### src/rtl/lcdt_pkg.sv
package lcdt_pkg;

    // Output shaping options applied after the timing counters
    typedef struct packed {
        logic hs_low;    // line sync active low
        logic vs_low;    // frame sync active low
        logic clk_inv;   // shift clock inverted
        logic clk_free;  // shift clock runs through frame sync
    } lcdt_shape_t;

    localparam int unsigned LCDT_PIX_PER_UNIT_LOG2 = 4;

endpackage

### src/rtl/lcdt_clkdiv.sv
module lcdt_clkdiv #(
    parameter int unsigned DIVW = 6
) (
    input  logic            clk,
    input  logic            rst_n,
    input  logic [DIVW-1:0] div,
    output logic            tick,
    output logic            phase
);

    typedef struct packed {
        logic [DIVW-1:0] cnt;
    } div_st_t;

    div_st_t st_d, st_q;
    logic [DIVW:0] hi_len;

    always_comb begin
        st_d   = st_q;
        tick   = (st_q.cnt >= div);
        hi_len = ({1'b0, div} + 1'b1) >> 1;
        phase  = ({1'b0, st_q.cnt} < hi_len);
        if (tick) st_d.cnt = '0;
        else      st_d.cnt = st_q.cnt + 1'b1;
    end

    always_ff @(posedge clk or negedge rst_n) begin
        if (!rst_n) st_q <= '0;
        else        st_q <= st_d;
    end

    AST_DIV_COUNT: assert property (@(posedge clk) disable iff (!rst_n)
        !tick |=> (st_q.cnt == $past(st_q.cnt) + 1'b1));
    AST_DIV_BYPASS: assert property (@(posedge clk) disable iff (!rst_n)
        (div == '0) |-> tick);

endmodule

### src/rtl/lcdt_span.sv
module lcdt_span #(
    parameter int unsigned CW  = 11,
    parameter int unsigned AW  = 10,
    parameter int unsigned W1W = 8,
    parameter int unsigned SW  = 6,
    parameter int unsigned W2W = 8
) (
    input  logic           clk,
    input  logic           rst_n,
    input  logic           step,
    input  logic [AW-1:0]  act_len,
    input  logic [W1W-1:0] lead_gap,
    input  logic [SW-1:0]  sync_len,
    input  logic [W2W-1:0] tail_gap,
    output logic [CW-1:0]  pos,
    output logic           in_act,
    output logic           in_sync,
    output logic           at_last
);

    typedef struct packed {
        logic [CW-1:0] pos;
    } span_st_t;

    span_st_t st_d, st_q;
    logic [CW:0] b_act, b_sync, b_end, b_tot, pos_nx;

    always_comb begin
        st_d    = st_q;
        b_act   = {{(CW+1-AW){1'b0}}, act_len};
        b_sync  = b_act  + {{(CW+1-W1W){1'b0}}, lead_gap};
        b_end   = b_sync + {{(CW+1-SW){1'b0}}, sync_len};
        b_tot   = b_end  + {{(CW+1-W2W){1'b0}}, tail_gap};
        pos_nx  = {1'b0, st_q.pos} + 1'b1;
        at_last = (pos_nx >= b_tot);
        in_act  = ({1'b0, st_q.pos} < b_act);
        in_sync = ({1'b0, st_q.pos} >= b_sync) && ({1'b0, st_q.pos} < b_end);
        if (step) begin
            if (at_last) st_d.pos = '0;
            else         st_d.pos = pos_nx[CW-1:0];
        end
    end

    always_ff @(posedge clk or negedge rst_n) begin
        if (!rst_n) st_q <= '0;
        else        st_q <= st_d;
    end

    assign pos = st_q.pos;

    AST_SPAN_WRAP: assert property (@(posedge clk) disable iff (!rst_n)
        (step && at_last) |=> (pos == '0));
    AST_SPAN_HOLD: assert property (@(posedge clk) disable iff (!rst_n)
        !step |=> $stable(pos));

endmodule

### src/rtl/lcdt_raster.sv
module lcdt_raster #(
    parameter int unsigned DIVW   = 6,
    parameter int unsigned XMW    = 6,
    parameter int unsigned YW     = 10,
    parameter int unsigned HSW_W  = 6,
    parameter int unsigned HWT_W  = 8,
    parameter int unsigned VSW_W  = 6,
    parameter int unsigned VWT_W  = 8
) (
    input  logic                 clk,
    input  logic                 rst_n,
    input  logic [DIVW-1:0]      cfg_div,
    input  logic [XMW-1:0]       cfg_xmax16,
    input  logic [YW-1:0]        cfg_ymax,
    input  logic [HSW_W-1:0]     cfg_hsw,
    input  logic [HWT_W-1:0]     cfg_hfront,
    input  logic [HWT_W-1:0]     cfg_hback,
    input  logic [VSW_W-1:0]     cfg_vsw,
    input  logic [VWT_W-1:0]     cfg_vfront,
    input  logic [VWT_W-1:0]     cfg_vback,
    input  logic                 cfg_hpol,
    input  logic                 cfg_vpol,
    input  logic                 cfg_clkpol,
    input  logic                 cfg_sclk_run,
    output logic                 lcd_hsync,
    output logic                 lcd_vsync,
    output logic                 lcd_oe,
    output logic                 lcd_sclk,
    output logic [XMW+3:0]       pix_x,
    output logic [YW-1:0]        pix_y,
    output logic                 frame_start,
    output logic                 frame_end
);
    import lcdt_pkg::*;

    localparam int unsigned PXW  = XMW + LCDT_PIX_PER_UNIT_LOG2;
    localparam int unsigned HMAX = (2**PXW - 1) + (2**HSW_W - 1) + 2 * (2**HWT_W - 1);
    localparam int unsigned VMAX = (2**YW - 1) + (2**VSW_W - 1) + 2 * (2**VWT_W - 1);
    localparam int unsigned HCW  = $clog2(HMAX + 1);
    localparam int unsigned VCW  = $clog2(VMAX + 1);

    lcdt_shape_t      shape;
    logic             tick, phase, gate;
    logic [PXW-1:0]   h_len;
    logic [HCW-1:0]   h_pos;
    logic [VCW-1:0]   v_pos;
    logic             h_act, h_sync, h_last;
    logic             v_act, v_sync, v_last;
    logic             first_px, last_px;

    assign shape = '{hs_low: cfg_hpol, vs_low: cfg_vpol,
                     clk_inv: cfg_clkpol, clk_free: cfg_sclk_run};
    assign h_len = {cfg_xmax16, {LCDT_PIX_PER_UNIT_LOG2{1'b0}}};

    lcdt_clkdiv #(.DIVW(DIVW)) u_div (
        .clk(clk), .rst_n(rst_n), .div(cfg_div), .tick(tick), .phase(phase)
    );

    lcdt_span #(.CW(HCW), .AW(PXW), .W1W(HWT_W), .SW(HSW_W), .W2W(HWT_W)) u_hspan (
        .clk(clk), .rst_n(rst_n), .step(tick), .act_len(h_len),
        .lead_gap(cfg_hfront), .sync_len(cfg_hsw), .tail_gap(cfg_hback),
        .pos(h_pos), .in_act(h_act), .in_sync(h_sync), .at_last(h_last)
    );

    lcdt_span #(.CW(VCW), .AW(YW), .W1W(VWT_W), .SW(VSW_W), .W2W(VWT_W)) u_vspan (
        .clk(clk), .rst_n(rst_n), .step(tick && h_last), .act_len(cfg_ymax),
        .lead_gap(cfg_vfront), .sync_len(cfg_vsw), .tail_gap(cfg_vback),
        .pos(v_pos), .in_act(v_act), .in_sync(v_sync), .at_last(v_last)
    );

    always_comb begin
        lcd_oe      = h_act && v_act;
        pix_x       = lcd_oe ? h_pos[PXW-1:0] : '0;
        pix_y       = v_act ? v_pos[YW-1:0] : '0;
        lcd_hsync   = h_sync ^ shape.hs_low;
        lcd_vsync   = v_sync ^ shape.vs_low;
        gate        = v_sync && !shape.clk_free;
        lcd_sclk    = (phase && !gate) ^ shape.clk_inv;
        first_px    = (h_pos == '0) && (v_pos == '0);
        last_px     = (({1'b0, h_pos} + 1'b1) == {{(HCW+1-PXW){1'b0}}, h_len}) &&
                      (({1'b0, v_pos} + 1'b1) == {{(VCW+1-YW){1'b0}}, cfg_ymax});
        frame_start = tick && lcd_oe && first_px;
        frame_end   = tick && lcd_oe && last_px;
    end

    // frame wrap is observed through u_vspan's own assertion
    logic unused_v_last;
    assign unused_v_last = v_last;

    AST_BOF_EOF_EXCL: assert property (@(posedge clk) disable iff (!rst_n)
        !(frame_start && frame_end));
    AST_OE_ROW: assert property (@(posedge clk) disable iff (!rst_n)
        lcd_oe |-> ({{(32-YW){1'b0}}, pix_y} < {{(32-YW){1'b0}}, cfg_ymax}));
    AST_HSYNC_NO_OE: assert property (@(posedge clk) disable iff (!rst_n)
        h_sync |-> !lcd_oe);
    AST_VSYNC_NO_OE: assert property (@(posedge clk) disable iff (!rst_n)
        v_sync |-> !lcd_oe);
    AST_SCLK_PARKED: assert property (@(posedge clk) disable iff (!rst_n)
        (gate && $past(gate) && $stable(cfg_clkpol)) |-> $stable(lcd_sclk));

endmodule

### config.mk
export PLATFORM = sky130hd
export DESIGN_NAME = lcdt_raster
export DESIGN_NICKNAME = d
export VERILOG_FILES = /design/src/rtl/lcdt_pkg.sv /design/src/rtl/lcdt_clkdiv.sv /design/src/rtl/lcdt_span.sv /design/src/rtl/lcdt_raster.sv
export SDC_FILE = /design/constraint.sdc
export NUM_CORES = 1
export LEC_CHECK = 0
export ABC_AREA = 1
export BUFFER_PORTS_ARGS = -buffer_cell sky130_fd_sc_hd__buf_2
export CORE_UTILIZATION = 60
export CTS_CLUSTER_SIZE = 14
export DETAILED_ROUTE_END_ITERATION = 16
export PLACE_DENSITY = 0.83
export SLEW_MARGIN = 10
export SYNTH_ARGS = -nofsm -noshare
export SYNTH_HDL_FRONTEND = slang
export SYNTH_SLANG_ARGS = --single-unit
### constraint.sdc
create_clock -name clk -period 5.4 [get_ports clk]
set_input_delay 0.81 -clock clk [delete_from_list [all_inputs] [get_ports clk]]
set_output_delay 0.81 -clock clk [all_outputs]
set_load 0.02 [all_outputs]
# Yosys cells after proc, flatten, opt, wreduce, memory -nomap -nowiden

Index checks and enable logic that the tools add are counted.

Bits of input ports: 72
Register bits: 28

Bitwise logic cells: 3
Magnitude comparators: 10
Add/subtract/negate cells: 10
Reduce and logical (&&, ||, !) cells: 15
Eq/ne operators: 2
Mux-type cells: 5

Operators by type and width:

| cell                    | count |
|---|---|
| $add A11 B1 Y12 const B | 2 |
| $add A12 B6 Y12         | 2 |
| $add A12 B8 Y12         | 2 |
| $eq A12 B10 Y1          | 2 |
| $ge A11 B12 Y1          | 2 |
| $ge A12 B12 Y1          | 2 |
| $lt A11 B12 Y1          | 2 |
| $add A10 B8 Y11         | 2 |
| $logic_not A11 Y1       | 2 |
| $lt A11 B10 Y1          | 2 |
| $mux W11                | 2 |
| $mux W10                | 2 |
| $logic_and A1 B1 Y1     | 11 |
| $add A6 B1 Y7 const B   | 1 |
| $add A6 B1 Y6 const B   | 1 |
| $ge A6 B6 Y1            | 1 |
| $lt A6 B6 Y1            | 1 |
| $mux W6                 | 1 |
| $xor A1 B1 Y1           | 3 |
| $logic_not A1 Y1        | 2 |

# Logic depth before layout (Yosys ltp)

Gate-level depths: netlist of run 1.

Depth in word-level cells: 8
Mapped depth: 32
Gate-level depth less buffers: 31

# Cells and area by module

From an unflattened synthesis of run 1, not the netlist that was laid out.

Cell total of the unflattened synthesis: 1153
Area total of the unflattened synthesis: 7307.0 um^2

By module, submodules not included:

| module               | area each (um^2) | times used | cells an instance |
|---|---|---|---|
| lcdt_span at u_hspan | 2877.8           | 1          | 428 |
| lcdt_span at u_vspan | 2830.2           | 1          | 427 |
| lcdt_raster          | 972.2            | 1          | 211 |
| lcdt_clkdiv          | 626.9            | 1          | 87 |

# Worst setup path after synthesis of run 1

No wires, ideal clock.

Kind: input to register
From: input cfg_ymax[0]
To: register u_vspan.st_q (netlist bit u_vspan.pos[0])
Data required time: 5.284 ns
Setup slack: 0.386 ns
Cell stages on the path: 28
Buffers on the path: 1
Arrival: 4.897 ns
Cells stage by stage: ha_1 > fa_1 > nand3_1 > nand2_1 > xor2_1 > ha_1 > nand2_1 > o21ai_0 > nor2_1 > xor2_1 > inv_1 > ha_1 > inv_1 > o311ai_0 > nand2_1 > nand2_1 > nand3_1 > nand2_1 > nand2_1 > ha_1 > nand2_1 > nor2_1 > nand3_1 > nand4_1 > clkbuf_1 > nor2_1 > nand2_1 > nand2_1

Word-level cells in the longest chain between the ends: 5

RTL lines:

| what                 | RTL line          | text |
|---|---|---|
| from (decl)          | lcdt_raster.sv:14 | `input logic [YW-1:0] cfg_ymax,` |
| $add A10 B8 Y11      | lcdt_span.sv:31   | `b_sync = b_act + {{(CW+1-W1W){1'b0}}, lead_gap};` |
| $add A12 B6 Y12      | lcdt_span.sv:32   | `b_end = b_sync + {{(CW+1-SW){1'b0}}, sync_len};` |
| $add A12 B8 Y12      | lcdt_span.sv:33   | `b_tot = b_end + {{(CW+1-W2W){1'b0}}, tail_gap};` |
| $ge A12 B12 Y1       | lcdt_span.sv:35   | `at_last = (pos_nx >= b_tot);` |
| $mux W11             | lcdt_span.sv:39   | `if (at_last) st_d.pos = '0;` |
| to (signal assigned) | lcdt_span.sv:46   | `else st_q <= st_d;` |
| to (decl)            | lcdt_span.sv:25   | `span_st_t st_d, st_q;` |

Every way passes these cells.
A chain may end at the register's enable or synchronous reset.

# Worst setup path in the final report of run 1

From: input cfg_ymax[0]
To: output lcd_sclk

Word-level cells in the longest chain between the ends: 8
Elaborated cells between the ends (all ways): 9
Classes of those cells: add/sub (2); order compare (2); bitwise (1); reduce/logical (4)

RTL lines:

| what                    | RTL line          | text |
|---|---|---|
| $add A10 B8 Y11 (*)     | lcdt_span.sv:31   |  |
| $add A12 B6 Y12         | lcdt_span.sv:32   |  |
| $lt A11 B12 Y1          | lcdt_span.sv:37   | `in_sync = ({1'b0, st_q.pos} >= b_sync) && ({1'b0, st_q.pos} < b_end);` |
| $logic_and A1 B1 Y1 (*) | lcdt_span.sv:37   |  |
| $logic_and A1 B1 Y1 (*) | lcdt_raster.sv:77 | `gate = v_sync && !shape.clk_free;` |
| $logic_not A1 Y1 (*)    | lcdt_raster.sv:78 | `lcd_sclk = (phase && !gate) ^ shape.clk_inv;` |
| $logic_and A1 B1 Y1 (*) | lcdt_raster.sv:78 |  |
| $xor A1 B1 Y1 (*)       | lcdt_raster.sv:78 |  |
| to (decl)               | lcdt_raster.sv:28 | `output logic lcd_sclk,` |

Every way passes the cells marked *; elsewhere a longest branch is shown, timed or not.

==> results of run 1 <==
-- per-stage QoR --
step,hold WS (ps),instance area [µm²],utilization [%],setup TNS (ps),setup WS [ps]
after floorplan,454,6540,-,0,386
after global placement,483,7210,68.9,0,112
after detailed placement,481,7210,68.9,-730,-93.2
after CTS,495,7280,69.6,0,137
after global routing,537,7380,70.5,-94.2,-47.6
final,484,7380,70.5,0,313
-- kinds of logic (layout without fill, tap and decap cells) --
family	Yosys count	after routing	synth area share [%]
buffers and inverters	173	268	10.2
and+or+nand+nor	485	485	32.6
AOI/OAI and AO/OA	135	135	11.9
other	1	2	0.0573
DFF	28	28	10.7
adders and majority gates	146	146	28.6
xor gates and xnor gates	43	43	5.87
-- cells in the final DEF (no fill, tap or decap), drive strengths merged, types with 5 or more instances in the layout --
| master | count |
|---|---|
| nand2 | 262 |
| inv | 157 |
| ha | 140 |
| buf | 106 |
| nor2 | 101 |
| a21oi | 70 |
| nand3 | 67 |
| xor2 | 32 |
| dfrtp | 28 |
| o21ai | 28 |
| nand4 | 24 |
| nor3 | 22 |
| xnor2 | 11 |
| o22ai | 11 |
| fa | 6 |
| o211ai | 5 |
-- critical path, cell delays in order --
cell and delay, ps:
buf_2 110, ha_2 200, fa_2 340, nand3_1 110, nand2_2 90, xor2_2 170, ha_1 320, nand2_1 60
nand2_1 80, a21oi_2 50, nor2_2 120, nor2_1 60, nor2_2 180, xor2_1 220, inv_1 80, ha_1 290
nand2_1 70, inv_1 30, nor2_1 80, o21a_1 120, o21ai_0 60, a21oi_1 160, nand3b_1 140, nand3b_1 110
nand2_1 50, buf_4 150
-- final timing paths --
path / startpoint / to / depth (start not counted)
max: cfg_ymax[0] / lcd_sclk / 26
min in group asynchronous: rst_n / u_div.st_q[0] / 1
max in group asynchronous: rst_n / u_vspan.pos[6] / 1
max reg2reg: u_hspan.pos[1] / u_vspan.pos[6] / 17
min: u_div.st_q[0] / u_div.st_q[0] / 1
min reg2reg: u_div.st_q[0] / u_div.st_q[0] / 1
-- report_power, final --
| part | internal (µW) | switching [µW] |
|---|---|---|
| Sequential | 266 | 133 |
| Combinational | 704 | 1110 |
| Clock | 99.4 | 69.2 |
| Total | 1070 | 1310 |
-- per-layer routing --
layer  up-vias  wire length [µm]
li1       3531                 -
met1      3047              8030
met2       234              7740
met3        14              1380
met4         0               178
met5         -                 0
-- flip-flops by register name (all words and copies together), names as in the netlist --
name and flops:
u_div.st_q 6, u_vspan.pos 11, u_hspan.pos 11
-- final cells by class --
class | count | area share (%)
clock buffer | 3 | 0.560
clock inverter | 1 | 0.407
inverter | 158 | 8.05
timing repair buffer | 106 | 7.70
multi-input combinational | 811 | 71.5
sequential | 28 | 9.49
tap | 136 | 2.31
==> impl_metrics.env, run 1 <==
export IMPL_period_share_pct=94.2
export IMPL_drt_iter0_drc=476
export IMPL_hp_class="register to register"
export IMPL_cts_root_buf="clkbuf_8"
export IMPL_yosys_area_top_type="ha_1"
export IMPL_drc=0
export IMPL_multi_input_area_mm2=0.00528
export IMPL_regArea_um2=701
export IMPL_io_pins=98
export IMPL_clk_latency_ps=280
export IMPL_grt_pass1_wl_um=28800
export IMPL_cts_tree="built"
export IMPL_wire_per_inst_um=13.9
export IMPL_die_area_mm2=0.0113
export IMPL_io_buffers=97
export IMPL_gp_congestion=0.993
export IMPL_synth_cells=1011
export IMPL_num_antenna_cells=0
export IMPL_end_kind="output pin"
export IMPL_htreeDepth=1
export IMPL_start_util_pct=62.5
export IMPL_synth_avg_cell_area_um2=6.47
export IMPL_power_per_cell_area_mw_per_mm2=323
export IMPL_fp_row_count=37
export IMPL_cts_sinks=28
export IMPL_fmax_mhz=197
export IMPL_crit_path_max_fanout=4
export IMPL_nFillCells=972
export IMPL_ys_top_cells_by_area="ha_1 (27%), nand2_1 (14%), dfrtp_1 (11%)"
export IMPL_seq_area_frac_synth_pct=10.7
export IMPL_place_inst=1239
export IMPL_cts_setup_buffers=0
export IMPL_synth_edff_count=0
export IMPL_antenna_found_initial=0
export IMPL_ant_nets=0
export IMPL_areaGrowthSynthToFinish_pct=12.8
export IMPL_power_total_uw=2380
export IMPL_clk_path_buf_depth=2
export IMPL_dr_pass1_iters=9
export IMPL_grt_met2_usage_pct=53.6
export IMPL_synth_distinct_cells=49
export IMPL_synth_async_sr_flop_share_pct=100
export IMPL_drive_above_1_share_pct=16.0
export IMPL_final_max_slew_viol_count=0
export IMPL_hold_buffers=0
export IMPL_cts_resized=0
export IMPL_cts_clk_slew_worst_paths_ps=100
export IMPL_outcome="finished clean"
export IMPL_dpl_hpwl_um=14700
export IMPL_die_w_um=106
export IMPL_fp_dieH_um=106
export IMPL_drt_total_wl_um=17300
export IMPL_top_usage_layer="met2"
export IMPL_vias=6826
export IMPL_viasPerCell=5.49
export IMPL_fin_nets=1326
export IMPL_yosysWarnings=0
export IMPL_grtUsageMet3_pct=5.03
export IMPL_maxSlewHeadroom_pct=58.6
export IMPL_netlist_area_mm2=0.00654
export IMPL_path_class="input pin to output pin"
export IMPL_yosysTopAreaCellShare_pct=26.8
export IMPL_irDropWorstVdd_mv=0.226
export IMPL_start_kind="input pin"
export IMPL_hold_viol_final=0
export IMPL_netlist_top_cells_count="nand2_1 (245), inv_1 (146), ha_1 (140), nor2_1 (91), nand3_1 (67)"
export IMPL_setup_viol=0
export IMPL_cellLeakagePower_uw=0.00432
export IMPL_yosysMostFrequentCell="nand2_1"
export IMPL_grt_remaining_overflow=0
export IMPL_core_area_mm2=0.0105
export IMPL_grt_usage_pct=31.7
export IMPL_met1_usage_pct=43.5
export IMPL_grt_max_degree=31
export IMPL_r2r_setup_slack_ps=2340
export IMPL_cp_required_ps=4590
export IMPL_crit_arrival_ps=4280
export IMPL_ys_ff_latch=28
export IMPL_fin_skew_ps=5.09
export IMPL_synth_ff_type="dfrtp_1"
export IMPL_drv_cap=0
export IMPL_numCtsBuffers=3
export IMPL_grt_pass1_vias=6212
export IMPL_tightest_slew_ps=614
export IMPL_period_needed_ps=5090
export IMPL_stdcell_count=1243
Note: power is estimated with default switching activity, not from simulation.
==> inputs of run 2 (changes only) <==
CORE_UTILIZATION = 61   (was 60)
CTS_BUF_LIST = sky130_fd_sc_hd__clkbuf_4 sky130_fd_sc_hd__clkbuf_8   (was default)
GPL_ROUTABILITY_DRIVEN = 0   (was default)
PLACE_DENSITY = 0.85   (was 0.83)
==> impl_metrics.env, run 2 (synthesis gave the netlist of run 1 again) <==
export IMPL_met1Wirelength_um=7990
export IMPL_drv_cap=0
export IMPL_grt_usage_pct=31.4
export IMPL_drt_total_wl_um=17600
export IMPL_hold_viol_final=0
export IMPL_drt_iter0_drc=576
export IMPL_cts_root_buf="clkbuf_8"
export IMPL_multi_input_area_mm2=0.00529
export IMPL_setup_viol=0
export IMPL_vias=6926
export IMPL_irDropWorstVdd_mv=0.201
export IMPL_cts_sinks=28
export IMPL_crit_arrival_ps=4360
export IMPL_die_area_mm2=0.0111
export IMPL_period_needed_ps=5170
export IMPL_r2r_setup_slack_ps=2200
export IMPL_period_share_pct=95.7
export IMPL_clk_latency_ps=280
export IMPL_dr_pass1_iters=8
export IMPL_grt_pass1_wl_um=28500
export IMPL_dpl_hpwl_um=14600
export IMPL_start_kind="input pin"
export IMPL_wl_met2_um=7910
export IMPL_drive_above_1_share_pct=16.8
export IMPL_path_class="input pin to output pin"
export IMPL_antenna_found_initial=0
export IMPL_numCtsBuffers=3
export IMPL_worst_path_buf_inv=3
export IMPL_fmax_mhz=194
export IMPL_final_max_slew_viol_count=0
export IMPL_wire_per_inst_um=14.1
export IMPL_hold_buffers=0
export IMPL_fp_row_count=37
export IMPL_power_per_cell_area_mw_per_mm2=323
export IMPL_cp_required_ps=4590
export IMPL_fp_dieH_um=106
export IMPL_clk_path_buf_depth=2
export IMPL_final_common_cell="nand2_1"
export IMPL_tightest_slew_ps=638
export IMPL_wl_met3_um=1370
export IMPL_worst_path_stages=26
export IMPL_end_kind="output pin"
export IMPL_cts_clk_slew_worst_paths_ps=100
export IMPL_nFillCells=956
export IMPL_regArea_um2=701
export IMPL_cts_tree="built"
export IMPL_grt_remaining_overflow=0
export IMPL_crit_path_max_fanout=4
export IMPL_fin_skew_ps=1.03
export IMPL_crit_family="simple AND/OR/NAND/NOR gates"
export IMPL_critPathSlowestCell="fa_2"
export IMPL_ant_nets=0
export IMPL_drc=0
export IMPL_num_antenna_cells=0
export IMPL_fin_nets=1329
export IMPL_slowest_delay_ps=360
export IMPL_die_w_um=106
export IMPL_maxSlewHeadroom_pct=57.4
export IMPL_path_common_cell="nand2_1"
export IMPL_pre_cts_ws_ps=-189
export IMPL_final_cell_mix="nand2_1 (241), inv_1 (145), ha_1 (135)"
export IMPL_crit_start="cfg_ymax[0]"
export IMPL_min_path_cells=1
export IMPL_grt_pass1_vias=6211
export IMPL_r2r_start="u_hspan.pos[1]"
export IMPL_hold_path_startpoint="u_div.st_q[0]"
export IMPL_io_buffers=97
export IMPL_reg2reg_depth=17
export IMPL_r2r_end="u_vspan.pos[0]"
export IMPL_viasPerCell=5.56
export IMPL_cellLeakagePower_uw=0.00432
export IMPL_outcome="finished clean"
export IMPL_top_layer="met4"
export IMPL_hp_class="register to register"
export IMPL_timing_final_ws_setup_ps=233
export IMPL_htreeDepth=1
export IMPL_core_area_mm2=0.0104
export IMPL_min_to="u_div.st_q[0]"
export IMPL_holdWs_ps=510
export IMPL_areaGrowthSynthToFinish_pct=13.5
export IMPL_start_util_pct=63.1
export IMPL_io_pins=98
export IMPL_grt_max_degree=31
[run 2: cell types whose count changed in the layout (fill, tap and decap cells not counted), moves of 2 or more]
cell	before	now
nand2_1	243	241
buf_4	9	11
clkinvlp_4	0	2
nand2_2	18	20
ha_2	1	3
[run 2: layout make-up]
class	instances	area share, %
multi-input cells	811	71.3
flip-flops and latches	28	9.44
inverters	158	8.06
repair buffers	108	7.85
well taps	136	2.29
clock buffers	3	0.556
clock inverters	1	0.405
repair inverters	1	0.101
[run 2: through the flow]
step	utilization, %	TNS, ps	power [µW]	cells	instance area, µm²
floorplan	-	0	1680	1012	6540
global placement	69.5	0	2110	1239	7210
detailed placement	69.5	-1830	2160	1239	7210
CTS	70.2	0	2330	1243	7280
global route	71.6	-400	2660	1246	7420
finish	71.6	0	2400	1246	7420
[run 2: how the worst max path moves through the flow]
stage,end,slack (ps)
2_1_floorplan,u_vspan.pos[0],390
3_3_place_gp,u_vspan.pos[6],120
3_5_place_dp,u_vspan.pos[9],-190
4_1_cts,u_vspan.pos[9],110
5_1_grt,u_vspan.pos[2],-80
6_report,lcd_sclk,230
[run 2: routing by layer]
metal	vias up	global-route usage, %
met5	-	0
li1	3525	-
met4	0	6.35
met1	3115	43.8
met3	26	3.83
met2	260	52.1
[run 2: repair_timing]
item	4_1_cts	5_1_grt
setup buffers	0	2
gates resized for setup	0	27
setup endpoints to repair	0	13
hold endpoints to repair	0	0
[run 2: where the power goes]
part	switching [µW]	internal [µW]	total, µW
Clock	70.0	99.4	169
Combinational	1110	711	1830
Sequential	137	266	403
Total	1320	1080	2400
